--- src/rtl/ssp_irq_status.sv ---
module ssp_irq_status #(
  parameter int DEPTH    = 8,
  parameter int TMO_BITS = 32,
  localparam int LW = $clog2(DEPTH + 1),
  localparam int TW = $clog2(TMO_BITS + 1)
) (
  input  logic          clk,
  input  logic          rst_n,
  input  logic          bit_tick,
  input  logic          rx_push,
  input  logic          rx_pop,
  input  logic [LW-1:0] rx_level,
  input  logic [LW-1:0] tx_level,
  input  logic          wr_en,
  input  logic          wr_sel,
  input  logic [3:0]    wr_data,
  output logic [3:0]    mask_q,
  output logic [3:0]    raw_stat,
  output logic [3:0]    masked_stat,
  output logic          irq
);
  localparam logic [LW-1:0] FULL = LW'(DEPTH);
  localparam logic [LW-1:0] HALF = LW'(DEPTH / 2);
  localparam logic [TW-1:0] LAST = TW'(TMO_BITS - 1);
  localparam logic [TW-1:0] SAT  = TW'(TMO_BITS);

  logic          ovr_q, tmo_q;
  logic [TW-1:0] idle_cnt;

  wire clr_wr   = wr_en & wr_sel;
  wire idle_rst = rx_push | rx_pop | (rx_level == '0);
  wire ovr_evt  = rx_push & (rx_level == FULL);
  wire tmo_evt  = bit_tick & ~idle_rst & (idle_cnt == LAST);

  always_ff @(posedge clk or negedge rst_n) begin
    if (!rst_n) idle_cnt <= '0;
    else if (idle_rst) idle_cnt <= '0;
    else if (bit_tick && idle_cnt != SAT) idle_cnt <= idle_cnt + 1'b1;
  end

  always_ff @(posedge clk or negedge rst_n) begin
    if (!rst_n) begin
      ovr_q  <= 1'b0;
      tmo_q  <= 1'b0;
      mask_q <= '0;
      irq    <= 1'b0;
    end else begin
      ovr_q <= ovr_evt | (ovr_q & ~(clr_wr & wr_data[0]));
      tmo_q <= tmo_evt | (tmo_q & ~(clr_wr & wr_data[1]));
      if (wr_en && !wr_sel) mask_q <= wr_data;
      irq <= |masked_stat;
    end
  end

  assign raw_stat    = {tx_level <= HALF, rx_level >= HALF, tmo_q, ovr_q};
  assign masked_stat = raw_stat & mask_q;

  p_ovr_set_r2: assert property (@(posedge clk) disable iff (!rst_n)
    rx_push && rx_level == FULL |=> raw_stat[0]);
  p_ovr_sticky_r7: assert property (@(posedge clk) disable iff (!rst_n)
    raw_stat[0] && !(wr_en && wr_sel && wr_data[0]) |=> raw_stat[0]);
  p_set_wins_r8: assert property (@(posedge clk) disable iff (!rst_n)
    rx_push && rx_level == FULL && wr_en && wr_sel && wr_data[0] |=> raw_stat[0]);
  p_no_tmo_empty_r3: assert property (@(posedge clk) disable iff (!rst_n)
    rx_level == '0 |=> !$rose(raw_stat[1]));
  p_mask_block_r10: assert property (@(posedge clk) disable iff (!rst_n)
    mask_q == '0 |=> !irq);
  p_mask_load_r10: assert property (@(posedge clk) disable iff (!rst_n)
    wr_en && !wr_sel |=> mask_q == $past(wr_data));
endmodule

--- config.mk ---
export PLATFORM = sky130hd
export DESIGN_NAME = ssp_irq_status
export DESIGN_NICKNAME = d
export VERILOG_FILES = /design/src/rtl/ssp_irq_status.sv
export SDC_FILE = /design/constraint.sdc
export NUM_CORES = 1
export LEC_CHECK = 0
export ABC_AREA = 1
export BUFFER_PORTS_ARGS = -buffer_cell sky130_fd_sc_hd__buf_4
export CORE_MARGIN = 8
export CORE_UTILIZATION = 51
export CTS_BUF_LIST = sky130_fd_sc_hd__clkbuf_4 sky130_fd_sc_hd__clkbuf_8
export CTS_CLUSTER_DIAMETER = 50
export CTS_CLUSTER_SIZE = 40
export DETAILED_ROUTE_END_ITERATION = 8
export GPL_TIMING_DRIVEN = 0
export PLACE_DENSITY = 0.86
export SYNTH_ARGS = -nofsm -noshare
export SYNTH_HDL_FRONTEND = slang
export SYNTH_SLANG_ARGS = --single-unit
--- constraint.sdc ---
create_clock -name clk -period 3.7 [get_ports clk]
set_clock_uncertainty 0.2 [all_clocks]
set_input_delay 0.555 -clock clk [delete_from_list [all_inputs] [get_ports clk]]
set_output_delay 0.555 -clock clk [all_outputs]
set_load 0.01 [all_outputs]
==> results by group <==
Status
  • Run status: complete, no violations

CTS
  • Number of gates resized after CTS: 0
  • Deepest level of the CTS H-tree: 1
  • Clock Tree Root: sky130_fd_sc_hd__clkbuf_4
  • Number of clock sinks seen by CTS: 13
  • Quantity of hold-fixing buffers added after cts: 1
  • Inserted Clock Buffers: 3
  • CTS tree: done
  • Post-CTS repair timing setup buffer count: 0
  • Clock Latency Late Sink: about 0.28 ns
  • Clock Pin Slew Worst Setup and Hold Paths: about 0.08 ns
  • Largest buffer count on any clock path: 2

Logic synthesis
  • Number of flops mapped to enable cells by yosys: 0
  • Dominant synthesized flop cell: sky130_fd_sc_hd__dfrtp_1
  • Synthesized instance count: 94
  • Dominant cell by count in the synthesized netlist: sky130_fd_sc_hd__nand2_1
  • Top area cells in the synthesized netlist: sky130_fd_sc_hd__dfrtp_1, sky130_fd_sc_hd__nand2_1, sky130_fd_sc_hd__nand3_1, sky130_fd_sc_hd__inv_1, sky130_fd_sc_hd__nor2_1
  • Library cell with the largest summed area after synthesis: sky130_fd_sc_hd__dfrtp_1
  • Syn nets: approximately 120
  • Register area share after synthesis: between 40 and 50%
  • Flip-flop and latch count after synthesis: 13
  • Area share of the largest cell type after synthesis: about 44%
  • Synth async-reset ratio: 100%
  • Synth cell types: 21
  • Average cell area after synthesis: 7.80 sq um
  • Netlist area before placement: about 730 sq um
  • Warning count from the yosys run: 0
  • Leading post-synthesis cells by instance count: sky130_fd_sc_hd__nand2_1, sky130_fd_sc_hd__inv_1, sky130_fd_sc_hd__dfrtp_1

Critical path
  • Startpoint-to-endpoint class of the critical path: in -> out
  • Element type at the critical path start: input pin
  • Worst EP arrival: 1.28 ns
  • Endpoint class of the critical path: output port
  • Depth of the most critical reg-to-reg path: 6
  • Worst path required time: 2.94 ns
  • Minimum setup slack among reg-to-reg paths: approximately 2.3 ns
  • Crit Path Max Fanout: 2
  • Startpoint of the most critical register-to-register path: idle_cnt[0]$_DFFE_PN0P_
  • RR Endpoint: idle_cnt[2]$_DFFE_PN0P_

STA
  • Final Hold Violating Endpoints: 0
  • Fmax: 491 MHz
  • Total negative setup slack: 0 ns
  • Worst slew margin relative to its limit: a little under nine tenths
  • Ratio of final minimum period to clock period: 55.1%
  • Setup repair after global routing missed its margin: no
  • Final setup violation count: 0
  • Pin slew with the least headroom to its limit: between 0.2 and 0.25 ns
  • Final number of max-transition violations: 0
  • Post-layout minimum cycle time: 2.04 ns

Floorplanning
  • Die Area: between 0.002 and 0.003 sq mm
  • Std cell rows: 13
  • Height of the die: ~54 microns
  • Initial core utilization: between 50% and 60%
  • I/O pins: 32
  • Core footprint: between 0.001 and 0.0015 sq mm
  • Die Span X: 53.9 microns

Placement
  • I/O Buffers: 31
  • Final weighted congestion in routability-driven placement: about 0.9
  • HPWL after DPL: 1590 microns

Cells and area
  • Layout overhead on the synthesized area: 39.4%
  • Number of filler cells placed in the layout: a little over 100
  • Count of inserted antenna diode cells: 0
  • Share of final-layout standard cells stronger than drive strength 1: between 30% and 40%
  • Nets@finish: between 150 and 200

Route
  • Number of vias in the routed layout: ~740
  • Overall routed net length: approximately 1900 microns
  • Antenna viol nets, final: 0
  • First-iteration detailed-routing DRC count: 17
  • Detailed-route DRC error count: 0
  • Routed vias/inst: 5.08
  • Post-detailed-route wirelength per cell: 13.2 microns
  • Detailed-routing iteration count for the pre-antenna-repair pass: 4

GRT
  • Total track usage: a little over an eighth
  • Largest net degree at the start of global routing: 14
  • Number of antenna violations at the first check in global routing: 0
  • GR Overflow Total: 0
  • Number of global-route vias before repair: 687
  • Global-route wire length before repair: approximately 2900 microns

Power
  • Overall power consumption: around 0.32 mW
  • Power density of the placed cells: between 300 and 400 mW/mm^2
  • P_leak: about 0.6 nW
  • Worst voltage drop across the vdd grid: about 0.00025 V

Run
  • Max_cap viols: 0

Hold path
  • Worst Hold Depth: 2
  • HP Class: in -> reg
  • Worst Hold Launch: wr_data[2]
  • Worst min-delay path endpoint: mask_q[2]$_DFFE_PN0P_
[critical path, cell delays in order]
cell and delay (ns):
sky130_fd_sc_hd__buf_4 0.10, sky130_fd_sc_hd__or2_1 0.21, sky130_fd_sc_hd__a21oi_1 0.16, sky130_fd_sc_hd__nand2_1 0.09
sky130_fd_sc_hd__inv_1 0.06, sky130_fd_sc_hd__buf_4 0.11
[per-layer routing]
layer  vias up  track usage [%]  part of all wire (%)
li1        367                -                     -
met1       337             13.4                    36
met2        28             24.9                    55
met3         4             6.06                   8.6
met4         0             3.78                   1.1
met5         -                0                     0
[sequential cells by signal, summed over array words and instances, names as in the netlist]
| name | flops |
|---|---|
| mask_q | 4 |
| irq | 1 |
| idle_cnt | 6 |
| ovr_q | 1 |
| tmo_q | 1 |
[cells by family (layout without fill, tap and decap cells)]
logic type      after synthesis  count (layout)  synth area share, %
xor+xnor                      1               1                 1.19
compound gates                8               8                 6.48
flops                        13              13                 44.4
buf+inv                      20              56                 12.5
fa+ha+maj                     2               2                 3.41
mux                           2               2                 3.07
simple gates                 48              48                 29.0
[through the flow]
| stage | instance area, sq um | setup slack [ns] | utilization [%] | std cells | hold slack [ns] |
|---|---|---|---|---|---|
| detailed placement | 985 | 1.66 | 74.7 | 140 | 0.208 |
| global placement | 985 | 1.66 | 74.7 | 140 | 0.209 |
| global route | 1020 | 1.59 | 77.6 | 145 | 0.285 |
| finish | 1020 | 1.66 | 77.6 | 145 | 0.303 |
| floorplan | 733 | 1.72 | - | 94 | 0.0594 |
| CTS | 1020 | 1.66 | 77.6 | 145 | 0.293 |
[cells in the final DEF (no fill, tap or decap), drive strengths merged]
cell type,n
nor2,8
or2,2
nand2,21
buf,35
clkinv,1
nor3,2
nand3,12
xor2,1
o21ai,6
dlygate4sd3,1
dfrtp,13
clkbuf,3
inv,16
ha,2
a21oi,2
mux2,2
nand4,3
[cell type report]
class | instances | area (sq um) | area share (%)
sequential | 13 | 325 | 31.8
multi-input combinational | 61 | 317 | 31.0
timing repair buffer | 32 | 243 | 23.7
inverter | 16 | 60.1 | 5.88
buffer | 4 | 31.3 | 3.06
clock buffer | 3 | 22.5 | 2.20
tap | 15 | 18.8 | 1.84
clock inverter | 1 | 5.00 | 0.490
[power breakdown]
group          leakage, nW  switching, mW  internal [mW]
sequential           0.170        0.00759          0.152
clock               0.0177         0.0477         0.0402
combinational        0.406         0.0344         0.0414
[worst max path at each step]
stage                           to  depth (start not counted)         from  slack, ns
CTS                 masked_stat[3]                          6  tx_level[0]       1.66
global placement    masked_stat[3]                          6  tx_level[0]       1.66
finish              masked_stat[3]                          6  tx_level[0]       1.66
global route        masked_stat[3]                          6  tx_level[0]       1.59
detailed placement  masked_stat[3]                          6  tx_level[0]       1.66
floorplan           masked_stat[3]                          4  tx_level[0]       1.72
Power figures use the tool's default switching activity.
